==> config.mk <==
export PLATFORM = sky130hd
export DESIGN_NAME = pma_gate
export DESIGN_NICKNAME = d
export VERILOG_FILES = /design/src/rtl/pma_pkg.sv /design/src/rtl/pma_region_lookup.sv /design/src/rtl/pma_access_rules.sv /design/src/rtl/pma_berr_track.sv /design/src/rtl/pma_gate.sv
export SDC_FILE = /design/constraint.sdc
export NUM_CORES = 1
export LEC_CHECK = 0
export BUFFER_PORTS_ARGS = -buffer_cell sky130_fd_sc_hd__clkbuf_2
export CORE_ASPECT_RATIO = 0.5
export CORE_UTILIZATION = 40
export CTS_BUF_LIST = sky130_fd_sc_hd__clkbuf_2
export CTS_CLUSTER_SIZE = 25
export DETAILED_ROUTE_END_ITERATION = 8
export PLACE_DENSITY = 0.84
export SYNTH_ARGS = -nofsm -noshare
export SYNTH_HDL_FRONTEND = slang
export SYNTH_SLANG_ARGS = --single-unit
==> constraint.sdc <==
create_clock -name clk -period 6.55 [get_ports clk]
set_input_delay 1.31 -clock clk [delete_from_list [all_inputs] [get_ports clk]]
set_output_delay 1.31 -clock clk [all_outputs]
set_load 0.01 [all_outputs]
==> src/rtl/pma_pkg.sv <==
package pma_pkg;

    typedef enum logic [1:0] {
        KIND_LOAD  = 2'd0,
        KIND_STORE = 2'd1,
        KIND_AMO   = 2'd2,
        KIND_RSVD  = 2'd3
    } acc_kind_e;

    typedef enum logic [1:0] {
        CLS_VACANT = 2'd0,
        CLS_MEM    = 2'd1,
        CLS_IO     = 2'd2
    } region_cls_e;

    typedef enum logic [1:0] {
        CAUSE_NONE     = 2'd0,
        CAUSE_LD_ACC   = 2'd1,
        CAUSE_ST_ACC   = 2'd2,
        CAUSE_LD_BUSER = 2'd3
    } flt_cause_e;

    localparam logic [1:0] SIZE_WORD = 2'd2;

    typedef struct packed {
        region_cls_e cls;
        logic        rd_only;
        logic        no_amo;
        logic        word_only;
    } region_attr_t;

endpackage

==> src/rtl/pma_region_lookup.sv <==
module pma_region_lookup
    import pma_pkg::*;
#(
    parameter int ADDR_W = 40,
    parameter int PA_W   = 32,
    parameter int NREG   = 4,
    parameter logic [NREG-1:0][PA_W-1:0] REG_BASE  = '0,
    parameter logic [NREG-1:0][PA_W-1:0] REG_SIZE  = '0,
    parameter logic [NREG-1:0][1:0]      REG_CLASS = '0,
    parameter logic [NREG-1:0]           REG_RO    = '0,
    parameter logic [NREG-1:0]           REG_NOAMO = '0,
    parameter logic [NREG-1:0]           REG_W32   = '0
) (
    input  logic [ADDR_W-1:0] addr,
    output region_attr_t      attr
);
    localparam int IDX_W = (NREG > 1) ? $clog2(NREG) : 1;

    logic [PA_W-1:0] pa;
    logic            above_pa;
    logic [NREG-1:0] hit;
    logic [IDX_W-1:0] sel;
    logic            any_hit;

    assign pa = addr[PA_W-1:0];

    generate
        if (ADDR_W > PA_W) begin : g_hi
            assign above_pa = |addr[ADDR_W-1:PA_W];
        end else begin : g_nohi
            assign above_pa = 1'b0;
        end
    endgenerate

    generate
        for (genvar i = 0; i < NREG; i++) begin : g_reg
            logic [PA_W-1:0] off;
            assign off    = pa - REG_BASE[i];
            assign hit[i] = (pa >= REG_BASE[i]) && (off < REG_SIZE[i]);
        end
    endgenerate

    always_comb begin
        sel     = '0;
        any_hit = 1'b0;
        for (int i = NREG - 1; i >= 0; i--) begin
            if (hit[i]) begin
                sel     = IDX_W'(i);
                any_hit = 1'b1;
            end
        end
    end

    always_comb begin
        attr.cls       = CLS_VACANT;
        attr.rd_only   = 1'b0;
        attr.no_amo    = 1'b0;
        attr.word_only = 1'b0;
        if (any_hit && !above_pa) begin
            attr.cls       = region_cls_e'(REG_CLASS[sel]);
            attr.rd_only   = REG_RO[sel];
            attr.no_amo    = REG_NOAMO[sel];
            attr.word_only = REG_W32[sel];
        end
    end

endmodule

==> src/rtl/pma_access_rules.sv <==
module pma_access_rules
    import pma_pkg::*;
(
    input  region_attr_t attr,
    input  logic [1:0]   kind,
    input  logic [1:0]   size,
    output logic         deny,
    output logic [1:0]   cause
);
    logic size_bad;

    always_comb begin
        size_bad = attr.word_only && (size != SIZE_WORD);
        deny     = 1'b0;
        if (attr.cls == CLS_VACANT) begin
            deny = 1'b1;
        end else begin
            unique case (acc_kind_e'(kind))
                KIND_LOAD:  deny = size_bad;
                KIND_STORE: deny = size_bad || attr.rd_only;
                KIND_AMO:   deny = size_bad || attr.rd_only || attr.no_amo;
                default:    deny = 1'b1;
            endcase
        end
        cause = (acc_kind_e'(kind) == KIND_LOAD) ? CAUSE_LD_ACC : CAUSE_ST_ACC;
    end

endmodule

==> src/rtl/pma_berr_track.sv <==
module pma_berr_track #(
    parameter int PA_W = 32
) (
    input  logic            clk,
    input  logic            rst_n,
    input  logic            wr_err,
    input  logic [PA_W-1:0] err_addr,
    input  logic            clr,
    output logic            pend,
    output logic [PA_W-1:0] pend_addr
);
    typedef struct packed {
        logic            pend;
        logic [PA_W-1:0] addr;
    } berr_state_t;

    berr_state_t st_d, st_q;

    always_comb begin
        st_d = st_q;
        if (clr) begin
            st_d.pend = 1'b0;
        end
        if (wr_err) begin
            if (!st_q.pend || clr) begin
                st_d.addr = err_addr;
            end
            st_d.pend = 1'b1;
        end
    end

    always_ff @(posedge clk or negedge rst_n) begin
        if (!rst_n) begin
            st_q <= '0;
        end else begin
            st_q <= st_d;
        end
    end

    assign pend      = st_q.pend;
    assign pend_addr = st_q.addr;

endmodule

==> src/rtl/pma_gate.sv <==
module pma_gate
    import pma_pkg::*;
#(
    parameter int ADDR_W = 40,
    parameter int PA_W   = 32,
    parameter int TAG_W  = 6,
    parameter int NREG   = 4,
    parameter logic [NREG-1:0][PA_W-1:0] REG_BASE  =
        {32'h2000_0000, 32'h8000_0000, 32'h1000_0000, 32'h1000_0000},
    parameter logic [NREG-1:0][PA_W-1:0] REG_SIZE  =
        {32'h0000_1000, 32'h1000_0000, 32'h0001_0000, 32'h0000_1000},
    parameter logic [NREG-1:0][1:0]      REG_CLASS = {2'd0, 2'd1, 2'd2, 2'd2},
    parameter logic [NREG-1:0]           REG_RO    = 4'b0010,
    parameter logic [NREG-1:0]           REG_NOAMO = 4'b0001,
    parameter logic [NREG-1:0]           REG_W32   = 4'b0001
) (
    input  logic              clk,
    input  logic              rst_n,
    input  logic              req_valid,
    output logic              req_ready,
    input  logic [ADDR_W-1:0] req_addr,
    input  logic [1:0]        req_kind,
    input  logic [1:0]        req_size,
    input  logic [TAG_W-1:0]  req_tag,
    output logic              fwd_valid,
    output logic [PA_W-1:0]   fwd_addr,
    output logic [1:0]        fwd_kind,
    output logic [1:0]        fwd_size,
    output logic [TAG_W-1:0]  fwd_tag,
    input  logic              rsp_valid,
    input  logic              rsp_err,
    input  logic              rsp_wr,
    input  logic [TAG_W-1:0]  rsp_tag,
    input  logic [PA_W-1:0]   rsp_addr,
    output logic              flt_valid,
    output logic [1:0]        flt_cause,
    output logic [TAG_W-1:0]  flt_tag,
    output logic              berr_irq,
    output logic [PA_W-1:0]   berr_addr,
    input  logic              berr_clr
);
    region_attr_t attr;
    logic         deny;
    logic [1:0]   acc_cause;
    logic         rd_err;
    logic         wr_err;
    logic         accept;

    pma_region_lookup #(
        .ADDR_W   (ADDR_W),
        .PA_W     (PA_W),
        .NREG     (NREG),
        .REG_BASE (REG_BASE),
        .REG_SIZE (REG_SIZE),
        .REG_CLASS(REG_CLASS),
        .REG_RO   (REG_RO),
        .REG_NOAMO(REG_NOAMO),
        .REG_W32  (REG_W32)
    ) u_lookup (
        .addr(req_addr),
        .attr(attr)
    );

    pma_access_rules u_rules (
        .attr (attr),
        .kind (req_kind),
        .size (req_size),
        .deny (deny),
        .cause(acc_cause)
    );

    pma_berr_track #(.PA_W(PA_W)) u_berr (
        .clk      (clk),
        .rst_n    (rst_n),
        .wr_err   (wr_err),
        .err_addr (rsp_addr),
        .clr      (berr_clr),
        .pend     (berr_irq),
        .pend_addr(berr_addr)
    );

    always_comb begin
        rd_err    = rsp_valid && rsp_err && !rsp_wr;
        wr_err    = rsp_valid && rsp_err && rsp_wr;
        req_ready = !rd_err;
        accept    = req_valid && req_ready;

        fwd_valid = accept && !deny;
        fwd_addr  = req_addr[PA_W-1:0];
        fwd_kind  = req_kind;
        fwd_size  = req_size;
        fwd_tag   = req_tag;

        flt_valid = 1'b0;
        flt_cause = CAUSE_NONE;
        flt_tag   = '0;
        if (rd_err) begin
            flt_valid = 1'b1;
            flt_cause = CAUSE_LD_BUSER;
            flt_tag   = rsp_tag;
        end else if (accept && deny) begin
            flt_valid = 1'b1;
            flt_cause = acc_cause;
            flt_tag   = req_tag;
        end
    end

endmodule

# Word level (Yosys, flattened, before mapping)

Cells that the tools add are included.

Add/subtract/negate cells: 3
Multipliers: 0
Div/mod/pow operators: 0
Magnitude comparators: 8
Equal/unequal tests: 3
Shift operators: 0
Mux-type cells: 27
Bitwise gates (word level): 0
Reductions and logical operators: 25

Operators with widths:

| cell                     | count |
|---|---|
| $lt A32 B13 Y1 const B   | 2 |
| $mux W33                 | 1 |
| $ge A32 B29 Y1 const B   | 1 |
| $ge A32 B30 Y1 const B   | 1 |
| $ge A32 B32 Y1 const B   | 1 |
| $lt A32 B17 Y1 const B   | 1 |
| $lt A32 B29 Y1 const B   | 1 |
| $mux W32                 | 1 |
| $sub A32 B29 Y32 const B | 1 |
| $sub A32 B30 Y32 const B | 1 |
| $sub A32 B32 Y32 const B | 1 |
| $mux W2                  | 8 |
| $logic_and A1 B1 Y1      | 12 |
| $mux W6                  | 2 |
| $mux W1                  | 10 |
| $reduce_or A8 Y1         | 1 |
| $logic_not A1 Y1         | 5 |
| $mux W5                  | 1 |
| $bmux W1 S2              | 2 |
| $bmux W2 S2              | 1 |
| $logic_not A2 Y1         | 2 |
| $logic_or A1 B1 Y1       | 3 |
| $lt A2 B3 Y1 const B     | 1 |
| $pmux W1 S3              | 1 |
| other kinds (5)          | 5 |

Register bits: 33
Bits in latches: 0
Bits in writable memories: 0
Memory bits (read-only): 0
Input bits: 95
Memories: 0

# Longest topological paths before layout

Gate-level depths: netlist of the first run.

Depth after elaboration: 18
Depth in mapped cells: 7

# Cells and area by module

From an unflattened synthesis of the first run, not the netlist that was laid out.

Cells, all modules: 165
Area total of the unflattened synthesis: 2122.0 µm²

Modules (own cells, without submodules):

| module            | times used | cells each | area each (µm²) | seq. area each (µm²) |
|---|---|---|---|---|
| pma_berr_track    | 1          | 71         | 1391.3          | 825.8 |
| pma_gate          | 1          | 65         | 515.5           | 0.0 |
| pma_region_lookup | 1          | 22         | 170.2           | 0.0 |
| pma_access_rules  | 1          | 7          | 45.0            | 0.0 |

# Least setup slack after synthesis of the first run

No wires, ideal clock.

Path type: input-to-output
From: in req_addr[13]
To: out flt_tag[0]
Arrival: 2841 ps
Data required time: 5240 ps
Path slack: 2399 ps
Cell stages on the path: 5
Buffers on the path: 0
Cell sequence: nor4_2 -> mux2_4 -> a2111oi_4 -> o2111ai_4 -> a32o_1

Longest elaborated chain between the ends: 18
Elaborated cells on any way between the ends: 39
Classes of those cells: add/sub: 3; order compare: 7; mux: 19; reduce/logical: 10

RTL lines:

| element                       | line                                             | RTL |
|---|---|---|
| start: declaration            | pma_gate.sv:21                                   | `input logic [ADDR_W-1:0] req_addr,` |
| $sub A32 B30 Y32              | pma_region_lookup.sv:38                          | `assign off = pa - REG_BASE[i];` |
| $lt A32 B13 Y1                | pma_region_lookup.sv:39                          | `assign hit[i] = (pa >= REG_BASE[i]) && (off < REG_SIZE[i]);` |
| $logic_and A1 B1 Y1           | pma_region_lookup.sv:39                          |  |
| $mux W2 (4 in series)         | pma_region_lookup.sv:47                          | `if (hit[i]) begin` |
| $bmux W1 S2                   | pma_region_lookup.sv:62, pma_region_lookup.sv:63 |  |
| $mux W1 (implied by the code) | pma_region_lookup.sv:62, pma_region_lookup.sv:63 |  |
| $mux W5 (*)                   | pma_region_lookup.sv:59                          | `if (any_hit && !above_pa) begin` |
| $logic_and A1 B1 Y1           | pma_access_rules.sv:13                           | `size_bad = attr.word_only && (size != SIZE_WORD);` |
| $logic_or A1 B1 Y1            | pma_access_rules.sv:20, pma_access_rules.sv:21   |  |
| $logic_or A1 B1 Y1            | pma_access_rules.sv:21                           | `KIND_AMO: deny = size_bad \|\| attr.rd_only \|\| attr.no_amo;` |
| $pmux W1 S3                   | pma_access_rules.sv:18                           | `unique case (acc_kind_e'(kind))` |
| $mux W1 (*)                   | pma_access_rules.sv:15                           | `if (attr.cls == CLS_VACANT) begin` |
| $logic_and A1 B1 Y1 (*)       | pma_gate.sv:101                                  | `end else if (accept && deny) begin` |
| $mux W6 (*)                   | pma_gate.sv:101                                  |  |
| $mux W6 (*)                   | pma_gate.sv:97                                   | `if (rd_err) begin` |
| end: declaration              | pma_gate.sv:37                                   | `output logic [TAG_W-1:0] flt_tag,` |

Mark *: on every way between the ends. The rest lies on a longest branch, timed or not. The select of a mux whose other input is x is not followed.

# Worst setup path after layout of the first run

From: in req_addr[13]
To: out flt_tag[2]

The elaborated chain is that of the path after synthesis.

==> impl_metrics.prom, run 1 <==
# TYPE chip_impl_metric gauge
chip_impl_info{name="cts_root_buf",value="sky130_fd_sc_hd__clkbuf_2"} 1
chip_impl_metric{name="route.detailed.drc",unit=""} 0
chip_impl_metric{name="nNetsFinal",unit=""} 368
chip_impl_metric{name="place.detailed.instances",unit=""} 321
chip_impl_metric{name="met2_wirelength",unit="um"} 2390
chip_impl_metric{name="multi_input_area",unit="um^2"} 711
chip_impl_metric{name="clock_sinks",unit=""} 33
chip_impl_metric{name="fin_skew",unit="ns"} 0.0204
chip_impl_metric{name="crit_fanout",unit=""} 10
chip_impl_metric{name="post-route-period-util",unit="%"} 68.2
chip_impl_info{name="yosysMostFrequentCell",value="sky130_fd_sc_hd__buf_4"} 1
chip_impl_info{name="grt_setup_unrepaired",value="false"} 1
chip_impl_metric{name="antenna_violations_before_repair",unit=""} 0
chip_impl_metric{name="gp_routability_congestion",unit=""} 0.761
chip_impl_metric{name="floorplan.die.height",unit="um"} 50.5
chip_impl_metric{name="drt_first_pass_iters",unit=""} 4
chip_impl_metric{name="synth_cells",unit=""} 154
chip_impl_info{name="startpoint_type",value="primary input"} 1
chip_impl_metric{name="floorplan.initialDensity",unit="%"} 42.1
chip_impl_metric{name="layout-drive-gt1-share",unit="%"} 76.0
chip_impl_info{name="timing_worst_setup_path_type",value="primary input to output pin"} 1
chip_impl_metric{name="clkSlewWorstSetupHoldPaths",unit="ns"} 0.16
chip_impl_metric{name="final_cell_count_no_fill",unit=""} 328
chip_impl_metric{name="place_hpwl",unit="um"} 3790
chip_impl_metric{name="fillerInstances",unit=""} 406
chip_impl_metric{name="synth.lib_cells_used.distinct",unit=""} 31
chip_impl_metric{name="synth_seq_cells",unit=""} 33
chip_impl_metric{name="ir_drop",unit="V"} 0.000174
chip_impl_info{name="critical_path.slowest_cell",value="sky130_fd_sc_hd__a2111oi_4"} 1
chip_impl_info{name="cp-end-kind",value="output pin"} 1
chip_impl_metric{name="yosysTopAreaCellShare",unit="%"} 43.9
chip_impl_info{name="synth_top_area_cell",value="sky130_fd_sc_hd__dfrtp_1"} 1
chip_impl_metric{name="clk_path_buf_depth",unit=""} 2
chip_impl_metric{name="htree_num_levels",unit=""} 2
chip_impl_metric{name="synth_nets",unit=""} 251
chip_impl_metric{name="avgSynthCellArea",unit="um^2"} 12.2
chip_impl_info{name="top_signal_layer_used",value="met4"} 1
chip_impl_metric{name="insertedDiodeCount",unit=""} 0
chip_impl_metric{name="final_antenna_net_count",unit=""} 0
chip_impl_metric{name="routed_via_count",unit=""} 1538
chip_impl_metric{name="die_x",unit="um"} 99
chip_impl_metric{name="cts_repair_resize_count",unit=""} 0
chip_impl_metric{name="asyncSetResetFlopFracSynth",unit="%"} 100
chip_impl_metric{name="drtIter0Drc",unit=""} 33
chip_impl_metric{name="timing.critical_path.slowest_cell_delay",unit="ns"} 0.40
chip_impl_metric{name="ys.warnings.count",unit=""} 0
chip_impl_metric{name="io_pins",unit=""} 181
chip_impl_metric{name="detail_routed_via_count_per_cell",unit=""} 4.69
chip_impl_metric{name="placementRows",unit=""} 17
chip_impl_metric{name="achievable-frequency",unit="MHz"} 224
chip_impl_info{name="cts_tree",value="done"} 1
chip_impl_metric{name="worstPathRequired",unit="ns"} 5.24
chip_impl_metric{name="number_of_slew_limit_violations_in_the_final_report",unit=""} 0
chip_impl_metric{name="die_area",unit="um^2"} 5000
chip_impl_metric{name="slew_headroom",unit="%"} 34.4
chip_impl_metric{name="leakage",unit="nW"} 1.32
chip_impl_info{name="ys_dominant_reg_cell",value="sky130_fd_sc_hd__dfrtp_1"} 1
chip_impl_metric{name="finalWirelength",unit="um"} 4510
chip_impl_metric{name="clkLatencyLatePin",unit="ns"} 0.37
chip_impl_metric{name="largest_net_degree_at_the_start_of_global_routing",unit=""} 34
chip_impl_metric{name="maxCapViolCount",unit=""} 0
chip_impl_metric{name="ff_latch_area",unit="um^2"} 826
chip_impl_metric{name="tightest_slew",unit="ns"} 0.981
chip_impl_metric{name="input_output_buffers",unit=""} 156
chip_impl_metric{name="crit_arrival",unit="ns"} 3.16
chip_impl_metric{name="worstHoldPathCells",unit=""} 1
chip_impl_metric{name="core_region_area",unit="um^2"} 4470
chip_impl_info{name="timing.critical_path.cells",value="clkbuf_2, nor4_2, mux2_4, a2111oi_4, o2111ai_4, a32o_1, clkbuf_2"} 1
chip_impl_metric{name="post_cts_buffers",unit=""} 0
chip_impl_info{name="cpMostUsedCell",value="sky130_fd_sc_hd__clkbuf_2"} 1
chip_impl_metric{name="power_density",unit="nW/um^2"} 233
chip_impl_metric{name="layout_min_cycle_time",unit="ns"} 4.47
chip_impl_info{name="synth.top_cells.by_area",value="sky130_fd_sc_hd__dfrtp_1 44%, sky130_fd_sc_hd__mux2_2 19%, sky130_fd_sc_hd__buf_4 17%"} 1
chip_impl_metric{name="grt_first_pass_wirelength",unit="um"} 7260
chip_impl_info{name="yosys-top-cells-count",value="42 x sky130_fd_sc_hd__buf_4, 33 x sky130_fd_sc_hd__dfrtp_1, 32 x sky130_fd_sc_hd__mux2_2, 6 x sky130_fd_sc_hd__a32o_1, 6 x sky130_fd_sc_hd__inv_1"} 1
chip_impl_metric{name="synth_seq_area_share",unit="%"} 43.9
chip_impl_metric{name="detailed_route_wirelength_on_metal3",unit="um"} 295
chip_impl_metric{name="timing.reg2reg.worst_path_depth",unit=""} 2
chip_impl_metric{name="post_synth_instance_area",unit="um^2"} 1880
chip_impl_metric{name="number_of_global_route_vias_before_repair",unit=""} 1567
chip_impl_metric{name="overflow",unit=""} 0
chip_impl_metric{name="synth_edf_count",unit=""} 0
chip_impl_metric{name="grt_use_total",unit="%"} 18.9
chip_impl_metric{name="timing_hold_violations_final",unit=""} 0
chip_impl_metric{name="detail_route.wl_per_cell",unit="um"} 13.8
chip_impl_metric{name="layout-area-overhead-vs-synth",unit="%"} 31.3
chip_impl_metric{name="setup_tns",unit="ns"} 0
chip_impl_info{name="status",value="complete, no violations"} 1
chip_impl_metric{name="number_of_failing_setup_endpoints_in_the_final_timing_report",unit=""} 0
chip_impl_metric{name="cts-buffers-inserted",unit=""} 5
chip_impl_metric{name="cts_hold_repair.buffers",unit=""} 0
chip_impl_metric{name="m1WireLength",unit="um"} 1730
chip_impl_info{name="hold_path.class",value="flop to flop"} 1
## final timing paths
path	startpoint	end	slack (ns)
max	req_addr[13]	flt_tag[2]	2.08
min	u_berr.pend_addr[15]	u_berr.pend_addr[15]	0.53
max reg2reg	u_berr.pend	u_berr.pend_addr[29]	4.78
min reg2reg	u_berr.pend_addr[15]	u_berr.pend_addr[15]	0.53
max in group asynchronous	rst_n	u_berr.pend_addr[1]	5.05
min in group asynchronous	rst_n	u_berr.pend_addr[6]	0.98
## worst max-delay path: cells and delay by family
kind / cells / cell delay [ns]
simple gates: 1 / 0.33
mux: 1 / 0.35
buf+inv: 2 / 0.23
compound gates: 3 / 0.94
## layout by cell type, fill, tap and decap left out, types with 2 or more instances in the layout
cell type	n
sky130_fd_sc_hd__clkbuf_2	161
sky130_fd_sc_hd__dfrtp_1	33
sky130_fd_sc_hd__mux2_2	32
sky130_fd_sc_hd__inv_1	6
sky130_fd_sc_hd__a32o_1	6
sky130_fd_sc_hd__nor4_1	3
sky130_fd_sc_hd__nor4_2	2
sky130_fd_sc_hd__nand3_1	2
sky130_fd_sc_hd__nand2_1	2
sky130_fd_sc_hd__a21o_2	2
sky130_fd_sc_hd__ha_1	2
## power breakdown
part	internal, mW	total [mW]	switching (mW)
registers	0.246	0.269	0.0224
logic	0.0936	0.179	0.0855
clock network	0.0621	0.129	0.0665
total	0.402	0.576	0.174
## logic make-up after synthesis
kind of cell             synth area share, %
AND/OR/NAND/NOR                         6.78
multiplexers                            19.9
buffers and inverters                   18.9
XOR/XNOR                               0.466
AO/OA/AOI/OAI                           8.64
flip-flops                              43.9
adder cells (fa/ha/maj)                 1.33
## through the flow
| step | hold WS (ns) | area [um^2] | utilization (%) | worst slack (ns) | power, mW |
|---|---|---|---|---|---|
| floorplan | 0.551 | 1880 | - | 2.40 | 0.375 |
| global placement | 0.489 | 2410 | 54.0 | 2.15 | 0.446 |
| detailed placement | 0.495 | 2410 | 54.0 | 2.07 | 0.455 |
| CTS | 0.530 | 2470 | 55.3 | 2.06 | 0.583 |
| global route | 0.544 | 2470 | 55.3 | 1.99 | 0.613 |
| finish | 0.526 | 2470 | 55.3 | 2.08 | 0.576 |
## state kept, by name, summed over array words and instances (netlist names)
name	count
u_berr.pend_addr	32
u_berr.pend	1
## metal layers
metal	vias up	GRT usage, %
li1	732	-
met1	723	21.2
met2	72	34.4
met3	11	4.46
met4	0	9.20
met5	-	0
## cell type report
| cell class | instances | share of cell area, % |
|---|---|---|
| well taps | 57 | 2.89 |
| flip-flops and latches | 33 | 33.4 |
| inverters | 6 | 0.911 |
| clock inverters | 2 | 1.42 |
| repair buffers | 156 | 31.6 |
| multi-input cells | 69 | 28.8 |
| clock buffers | 5 | 1.01 |
No activity file was read; power rests on OpenSTA's default activity.
==> run 2: changes to the inputs <==
ABC_AREA = 1   (was not set)
CORE_UTILIZATION = 38   (was 40)
PLACE_DENSITY = 0.79   (was 0.84)
clock period = 4.44 ns   (was 6.55 ns; I/O delays follow)
==> impl_metrics.prom, run 2 <==
# TYPE chip_impl_metric gauge
chip_impl_metric{name="fin_util",unit="%"} 53.8
chip_impl_metric{name="setup_tns",unit="ns"} 0
chip_impl_info{name="timing_worst_setup_path_type",value="primary input to output pin"} 1
chip_impl_metric{name="synth_seq_area_share",unit="%"} 42.6
chip_impl_metric{name="detail_route.wl_per_cell",unit="um"} 12.7
chip_impl_info{name="yosys-top-cells-count",value="42 x sky130_fd_sc_hd__buf_4, 33 x sky130_fd_sc_hd__dfrtp_1, 29 x sky130_fd_sc_hd__nand2_1, 28 x sky130_fd_sc_hd__mux2_2, 15 x sky130_fd_sc_hd__nor2_1"} 1
chip_impl_info{name="critical-path-top-delay-family",value="simple AND/OR/NAND/NOR gates"} 1
chip_impl_metric{name="clkSlewWorstSetupHoldPaths",unit="ns"} 0.16
chip_impl_metric{name="ys.warnings.count",unit=""} 0
chip_impl_metric{name="cts_repair_resize_count",unit=""} 0
chip_impl_metric{name="leakage",unit="nW"} 1.44
chip_impl_metric{name="number_of_global_route_vias_before_repair",unit=""} 1596
chip_impl_metric{name="crit_arrival",unit="ns"} 2.28
chip_impl_info{name="top_signal_layer_used",value="met4"} 1
chip_impl_metric{name="input_output_buffers",unit=""} 156
chip_impl_metric{name="detailed_route_wirelength_on_metal3",unit="um"} 355
chip_impl_metric{name="tightest_slew",unit="ns"} 0.955
chip_impl_metric{name="net-switching-power",unit="uW"} 257
chip_impl_info{name="cp-end-kind",value="output pin"} 1
chip_impl_metric{name="asyncSetResetFlopFracSynth",unit="%"} 100
chip_impl_metric{name="gp_routability_congestion",unit=""} 0.737
chip_impl_metric{name="portion_of_total_power_attributed_to_the_clock_network",unit="%"} 17.3
chip_impl_info{name="synth_top_area_cell",value="sky130_fd_sc_hd__dfrtp_1"} 1
chip_impl_metric{name="cp_num_buf_inv",unit=""} 3
chip_impl_metric{name="largest_register_ffs",unit=""} 32
chip_impl_info{name="critical_path.slowest_cell",value="sky130_fd_sc_hd__ha_1"} 1
chip_impl_metric{name="achievable-frequency",unit="MHz"} 316
chip_impl_info{name="cts_root_buf",value="sky130_fd_sc_hd__clkbuf_2"} 1
chip_impl_metric{name="placementRows",unit=""} 17
chip_impl_metric{name="largest_net_degree_at_the_start_of_global_routing",unit=""} 34
chip_impl_metric{name="power_density",unit="nW/um^2"} 316
chip_impl_info{name="cts_tree",value="done"} 1
chip_impl_metric{name="grt_first_pass_wirelength",unit="um"} 6940
chip_impl_metric{name="synth.lib_cells_used.distinct",unit=""} 20
chip_impl_info{name="mostFrequentLayoutCell",value="sky130_fd_sc_hd__clkbuf_2"} 1
chip_impl_metric{name="die_x",unit="um"} 103
chip_impl_metric{name="timing.critical_path.slowest_cell_delay",unit="ns"} 0.21
chip_impl_metric{name="timing.reg2reg.worst_path_depth",unit=""} 3
chip_impl_metric{name="floorplan.initialDensity",unit="%"} 41.9
chip_impl_metric{name="sw_frac_of_total",unit="%"} 32.6
chip_impl_metric{name="layout-drive-gt1-share",unit="%"} 64.4
chip_impl_metric{name="synth_edf_count",unit=""} 0
chip_impl_metric{name="place_hpwl",unit="um"} 4110
chip_impl_metric{name="ir_drop",unit="V"} 0.000212
chip_impl_metric{name="cts-buffers-inserted",unit=""} 5
chip_impl_metric{name="drt_first_pass_iters",unit=""} 4
chip_impl_info{name="startpoint_type",value="primary input"} 1
chip_impl_metric{name="io_pins",unit=""} 181
chip_impl_metric{name="slew_headroom",unit="%"} 36.2
chip_impl_metric{name="comb_power_share",unit="%"} 32.9
chip_impl_metric{name="insertedDiodeCount",unit=""} 0
chip_impl_metric{name="fin_skew",unit="ns"} 0.0143
chip_impl_metric{name="clock_sinks",unit=""} 33
chip_impl_metric{name="clk_path_buf_depth",unit=""} 2
chip_impl_info{name="commonest_cells_after_routing_fill_and_taps_aside",value="162 x sky130_fd_sc_hd__clkbuf_2, 33 x sky130_fd_sc_hd__dfrtp_1, 29 x sky130_fd_sc_hd__nand2_1"} 1
chip_impl_metric{name="routed_via_count",unit=""} 1688
chip_impl_metric{name="synth_cells",unit=""} 193
chip_impl_metric{name="maxCapViolCount",unit=""} 0
chip_impl_metric{name="synth_seq_cells",unit=""} 33
chip_impl_metric{name="die_area",unit="um^2"} 5410
chip_impl_info{name="timing.critical_path.cells",value="clkbuf_2, inv_2, ha_1, nand2_1, nand2_1, nand2_1, nand2_1, nor2_2, nor2_1, nor2_2, nand3_4, nand3_1, nand2_1, clkbuf_2"} 1
chip_impl_metric{name="htree_num_levels",unit=""} 2
chip_impl_metric{name="antenna_violations_before_repair",unit=""} 0
chip_impl_metric{name="number_of_slew_limit_violations_in_the_final_report",unit=""} 0
chip_impl_metric{name="final_antenna_net_count",unit=""} 0
chip_impl_metric{name="synth_nets",unit=""} 290
chip_impl_metric{name="timing_hold_violations_final",unit=""} 0
chip_impl_metric{name="crit_fanout",unit=""} 10
chip_impl_metric{name="post_synth_instance_area",unit="um^2"} 1940
chip_impl_info{name="grt_setup_unrepaired",value="false"} 1
chip_impl_metric{name="worstPathRequired",unit="ns"} 3.55
chip_impl_metric{name="nNetsFinal",unit=""} 408
chip_impl_metric{name="worstHoldPathCells",unit=""} 1
chip_impl_metric{name="post_cts_buffers",unit=""} 0
chip_impl_info{name="status",value="complete, no violations"} 1
chip_impl_info{name="cpMostUsedCell",value="sky130_fd_sc_hd__nand2_1"} 1
chip_impl_info{name="ys_dominant_reg_cell",value="sky130_fd_sc_hd__dfrtp_1"} 1
chip_impl_info{name="yosysMostFrequentCell",value="sky130_fd_sc_hd__buf_4"} 1
chip_impl_metric{name="layout_min_cycle_time",unit="ns"} 3.16
chip_impl_metric{name="floorplan.die.height",unit="um"} 52.5
chip_impl_metric{name="power.share.sequential",unit="%"} 49.8
chip_impl_metric{name="number_of_failing_setup_endpoints_in_the_final_timing_report",unit=""} 0
chip_impl_metric{name="clkLatencyLatePin",unit="ns"} 0.37
chip_impl_metric{name="cell_internal_pwr",unit="uW"} 531
chip_impl_metric{name="drtIter0Drc",unit=""} 47
chip_impl_metric{name="route.detailed.drc",unit=""} 0
chip_impl_metric{name="core_region_area",unit="um^2"} 4640
chip_impl_metric{name="cts_hold_repair.buffers",unit=""} 0
chip_impl_metric{name="finalWirelength",unit="um"} 4800
chip_impl_metric{name="crit_path_depth",unit=""} 14
chip_impl_info{name="synth.top_cells.by_area",value="sky130_fd_sc_hd__dfrtp_1 43%, sky130_fd_sc_hd__buf_4 16%, sky130_fd_sc_hd__mux2_2 16%"} 1
chip_impl_metric{name="avgSynthCellArea",unit="um^2"} 10.1
chip_impl_info{name="hold_path.class",value="flop to flop"} 1
chip_impl_metric{name="overflow",unit=""} 0
chip_impl_metric{name="yosysTopAreaCellShare",unit="%"} 42.6
chip_impl_metric{name="grt_use_total",unit="%"} 17.2
chip_impl_metric{name="post-route-period-util",unit="%"} 71.3
chip_impl_metric{name="layout-area-overhead-vs-synth",unit="%"} 28.6
chip_impl_metric{name="m1WireLength",unit="um"} 1770
chip_impl_metric{name="detail_routed_via_count_per_cell",unit=""} 4.47
chip_impl_metric{name="met2_wirelength",unit="um"} 2590
## run 2: layout make-up
| cell class | count | area [um^2] |
|---|---|---|
| clock buffers | 6 | 30.0 |
| clock inverters | 2 | 10.0 |
| fillers | 461 | 2140 |
| inverters | 13 | 48.8 |
| multi-input cells | 102 | 717 |
| flip-flops and latches | 33 | 826 |
| well taps | 66 | 82.6 |
| repair buffers | 156 | 781 |
## run 2: layer usage
layer / global-route usage (%) / vias to the layer above
li1: - / 821
met1: 18.2 / 783
met2: 33.7 / 74
met3: 3.47 / 10
met4: 7.75 / 0
met5: 0 / -
## run 2: metrics by stage
stage	area, um^2	total power [mW]	hold slack [ns]	instances	worst slack, ns
detailed placement	2450	0.663	0.480	370	1.26
finish	2490	0.788	0.513	378	1.28
global route	2490	0.842	0.539	378	1.12
CTS	2490	0.801	0.514	378	1.26
floorplan	1940	0.545	0.534	193	1.64
global placement	2450	0.649	0.473	370	1.36
## run 2: logic make-up (layout without fill, tap and decap cells)
logic type	Yosys count	after routing	share of synthesized area, %
buffers and inverters	58	177	20.5
multiplexers	32	32	18.6
adder cells (fa/ha/maj)	2	2	1.29
AO/OA/AOI/OAI	2	2	0.774
AND/OR/NAND/NOR	66	66	16.3
flip-flops	33	33	42.6
## run 2: worst paths after layout
check / startpoint / end / slack [ns]
max: req_addr[29] / flt_tag[5] / 1.28
min: u_berr.pend_addr[21] / u_berr.pend_addr[21] / 0.51
max reg2reg: u_berr.pend / u_berr.pend_addr[18] / 2.48
min reg2reg: u_berr.pend_addr[21] / u_berr.pend_addr[21] / 0.51
max in group asynchronous: rst_n / u_berr.pend_addr[29] / 3.36
min in group asynchronous: rst_n / u_berr.pend_addr[7] / 0.57
## run 2: power by group through the flow
stage	clock network [mW]	registers, mW	logic, mW
2_1_floorplan	0	0.425	0.120
3_3_place_gp	0	0.394	0.255
3_5_place_dp	0	0.399	0.264
4_1_cts	0.144	0.393	0.264
5_1_grt	0.157	0.401	0.284
6_report	0.136	0.392	0.260
==> run 3: changes to the inputs <==
CORE_UTILIZATION = 34   (was 38)
PLACE_DENSITY = 0.75   (was 0.79)
clock period = 2.9 ns   (was 4.44 ns; I/O delays follow)
==> impl_metrics.prom, run 3 (synthesis results as in run 2) <==
# TYPE chip_impl_metric gauge
chip_impl_info{name="hold_path.class",value="primary input to asynchronous set/reset pin"} 1
chip_impl_metric{name="place_hpwl",unit="um"} 3370
chip_impl_metric{name="cts-buffers-inserted",unit=""} 5
chip_impl_metric{name="clock_sinks",unit=""} 33
chip_impl_metric{name="grt_first_pass_wirelength",unit="um"} 6720
chip_impl_metric{name="power_density",unit="nW/um^2"} 504
chip_impl_metric{name="leakage",unit="nW"} 1.45
chip_impl_metric{name="timing_hold_violations_final",unit=""} 0
chip_impl_metric{name="drtIter0Drc",unit=""} 38
chip_impl_info{name="cts_tree",value="done"} 1
chip_impl_metric{name="io_pins",unit=""} 181
chip_impl_metric{name="layout_min_cycle_time",unit="ns"} 2.48
chip_impl_metric{name="floorplan.initialDensity",unit="%"} 35.3
chip_impl_metric{name="clkLatencyLatePin",unit="ns"} 0.35
chip_impl_metric{name="detail_route.wl_per_cell",unit="um"} 10.5
chip_impl_info{name="grt_setup_unrepaired",value="false"} 1
chip_impl_metric{name="cts_repair_resize_count",unit=""} 0
chip_impl_metric{name="core_region_area",unit="um^2"} 5490
chip_impl_metric{name="number_of_global_route_vias_before_repair",unit=""} 1522
chip_impl_metric{name="post_cts_buffers",unit=""} 0
chip_impl_info{name="timing_worst_setup_path_type",value="primary input to output pin"} 1
chip_impl_metric{name="maxCapViolCount",unit=""} 0
chip_impl_info{name="r2r_start",value="u_berr.pend"} 1
chip_impl_metric{name="whs",unit="ns"} 0.272
chip_impl_metric{name="input_output_buffers",unit=""} 156
chip_impl_metric{name="finalWirelength",unit="um"} 4070
chip_impl_metric{name="routed_via_count",unit=""} 1637
chip_impl_info{name="status",value="complete, no violations"} 1
chip_impl_metric{name="route.detailed.drc",unit=""} 0
chip_impl_info{name="mostFrequentLayoutCell",value="sky130_fd_sc_hd__clkbuf_2"} 1
chip_impl_metric{name="final_cell_count_no_fill",unit=""} 386
chip_impl_info{name="cts_root_buf",value="sky130_fd_sc_hd__clkbuf_2"} 1
chip_impl_metric{name="largest_net_degree_at_the_start_of_global_routing",unit=""} 34
chip_impl_metric{name="detail_routed_via_count_per_cell",unit=""} 4.24
chip_impl_metric{name="drt_first_pass_iters",unit=""} 4
chip_impl_metric{name="clkSlewWorstSetupHoldPaths",unit="ns"} 0.16
chip_impl_metric{name="layout-drive-gt1-share",unit="%"} 64.2
chip_impl_metric{name="ir_drop",unit="V"} 0.000442
chip_impl_metric{name="htree_num_levels",unit=""} 2
chip_impl_metric{name="layout-area-overhead-vs-synth",unit="%"} 30.6
chip_impl_metric{name="final_antenna_net_count",unit=""} 0
chip_impl_metric{name="slew_headroom",unit="%"} 47.8
chip_impl_metric{name="achievable-frequency",unit="MHz"} 403
chip_impl_metric{name="post-route-period-util",unit="%"} 85.7
chip_impl_metric{name="floorplan.die.height",unit="um"} 55.4
chip_impl_metric{name="grt_use_total",unit="%"} 14.3
chip_impl_metric{name="setup_tns",unit="ns"} 0
chip_impl_metric{name="number_of_slew_limit_violations_in_the_final_report",unit=""} 0
chip_impl_metric{name="antenna_violations_before_repair",unit=""} 0
chip_impl_metric{name="insertedDiodeCount",unit=""} 0
chip_impl_metric{name="worstPathRequired",unit="ns"} 2.32
chip_impl_metric{name="clk_path_buf_depth",unit=""} 2
chip_impl_info{name="startpoint_type",value="primary input"} 1
chip_impl_metric{name="largest_register_ffs",unit=""} 32
chip_impl_metric{name="placementRows",unit=""} 19
chip_impl_metric{name="timing.reg2reg.worst_path_depth",unit=""} 4
chip_impl_metric{name="nNetsFinal",unit=""} 409
chip_impl_metric{name="overflow",unit=""} 0
chip_impl_metric{name="number_of_failing_setup_endpoints_in_the_final_timing_report",unit=""} 0
chip_impl_info{name="commonest_cells_after_routing_fill_and_taps_aside",value="162 x sky130_fd_sc_hd__clkbuf_2, 33 x sky130_fd_sc_hd__dfrtp_1, 29 x sky130_fd_sc_hd__nand2_1"} 1
chip_impl_info{name="critical_path.reg2reg.endpoint",value="u_berr.pend_addr[0]"} 1
chip_impl_info{name="cp-end-kind",value="output pin"} 1
chip_impl_metric{name="die_area",unit="um^2"} 6030
chip_impl_metric{name="tightest_slew",unit="ns"} 0.784
chip_impl_metric{name="fin_skew",unit="ns"} 0.0154
chip_impl_metric{name="regToRegSetupSlack",unit="ns"} 1.51
chip_impl_metric{name="place.detailed.instances",unit=""} 378
chip_impl_metric{name="crit_arrival",unit="ns"} 1.90
chip_impl_metric{name="die_x",unit="um"} 109
chip_impl_metric{name="gp_routability_congestion",unit=""} 0.714
chip_impl_metric{name="crit_fanout",unit=""} 10
chip_impl_metric{name="cts_hold_repair.buffers",unit=""} 0
run 3: cell count changes in the layout (fill, tap and decap cells not counted), sizes merged:
cell,change
bufinv,+1
buf,+1
clkinv,-1
run 3: report_power, final:
group          internal [mW]  switching, mW
logic                  0.201          0.188
clock network          0.147          0.143
registers              0.552         0.0446
run 3: worst max-delay path by stage:
stage	from	to	slack (ns)	depth (start not counted)
final	req_addr[30]	flt_cause[0]	0.42	13
after global routing	req_addr[30]	flt_tag[4]	0.23	13
after CTS	req_addr[30]	flt_cause[0]	0.39	13
after detailed placement	req_addr[30]	flt_cause[0]	0.39	13
after global placement	req_addr[30]	flt_cause[0]	0.42	13
after floorplan	req_addr[30]	fwd_valid	0.72	10
run 3: per-stage QoR:
stage | utilization [%] | total power [mW] | setup slack [ns] | area (um^2)
finish | 46.2 | 1.28 | 0.416 | 2530
global route | 46.2 | 1.37 | 0.228 | 2530
floorplan | - | 0.835 | 0.720 | 1940
CTS | 46.2 | 1.30 | 0.391 | 2530
detailed placement | 45.0 | 1.00 | 0.391 | 2470
global placement | 45.0 | 0.993 | 0.422 | 2470
run 3: worst max-delay path, cell delays in order:
cell and delay [ns]:
sky130_fd_sc_hd__clkbuf_2 0.09, sky130_fd_sc_hd__inv_1 0.09, sky130_fd_sc_hd__ha_1 0.17, sky130_fd_sc_hd__nor2_1 0.05, sky130_fd_sc_hd__nor2_1 0.10, sky130_fd_sc_hd__nand2_1 0.06
sky130_fd_sc_hd__nor2_2 0.14, sky130_fd_sc_hd__nor2_1 0.07, sky130_fd_sc_hd__nor2_2 0.13, sky130_fd_sc_hd__nand3_4 0.13, sky130_fd_sc_hd__nand3_1 0.10, sky130_fd_sc_hd__nand2_1 0.06
sky130_fd_sc_hd__clkbuf_2 0.13
run 3: layer usage:
metal	routed length [um]	part of all wire, %	vias up	GRT usage (%)
li1	-	-	830	-
met1	1570	39	731	15.0
met2	2210	54	66	27.1
met3	205	5.0	10	3.42
met4	77	1.9	0	5.98
met5	0	0	-	0
run 3: cell type report:
type | instances | area [um^2]
Fill cell | 545 | 2960
Sequential cell | 33 | 826
Timing Repair Buffer | 157 | 788
Multi-Input combinational cell | 102 | 717
Tap cell | 73 | 91.3
Inverter | 13 | 48.8
Clock inverter | 2 | 33.8
Clock buffer | 6 | 30.0
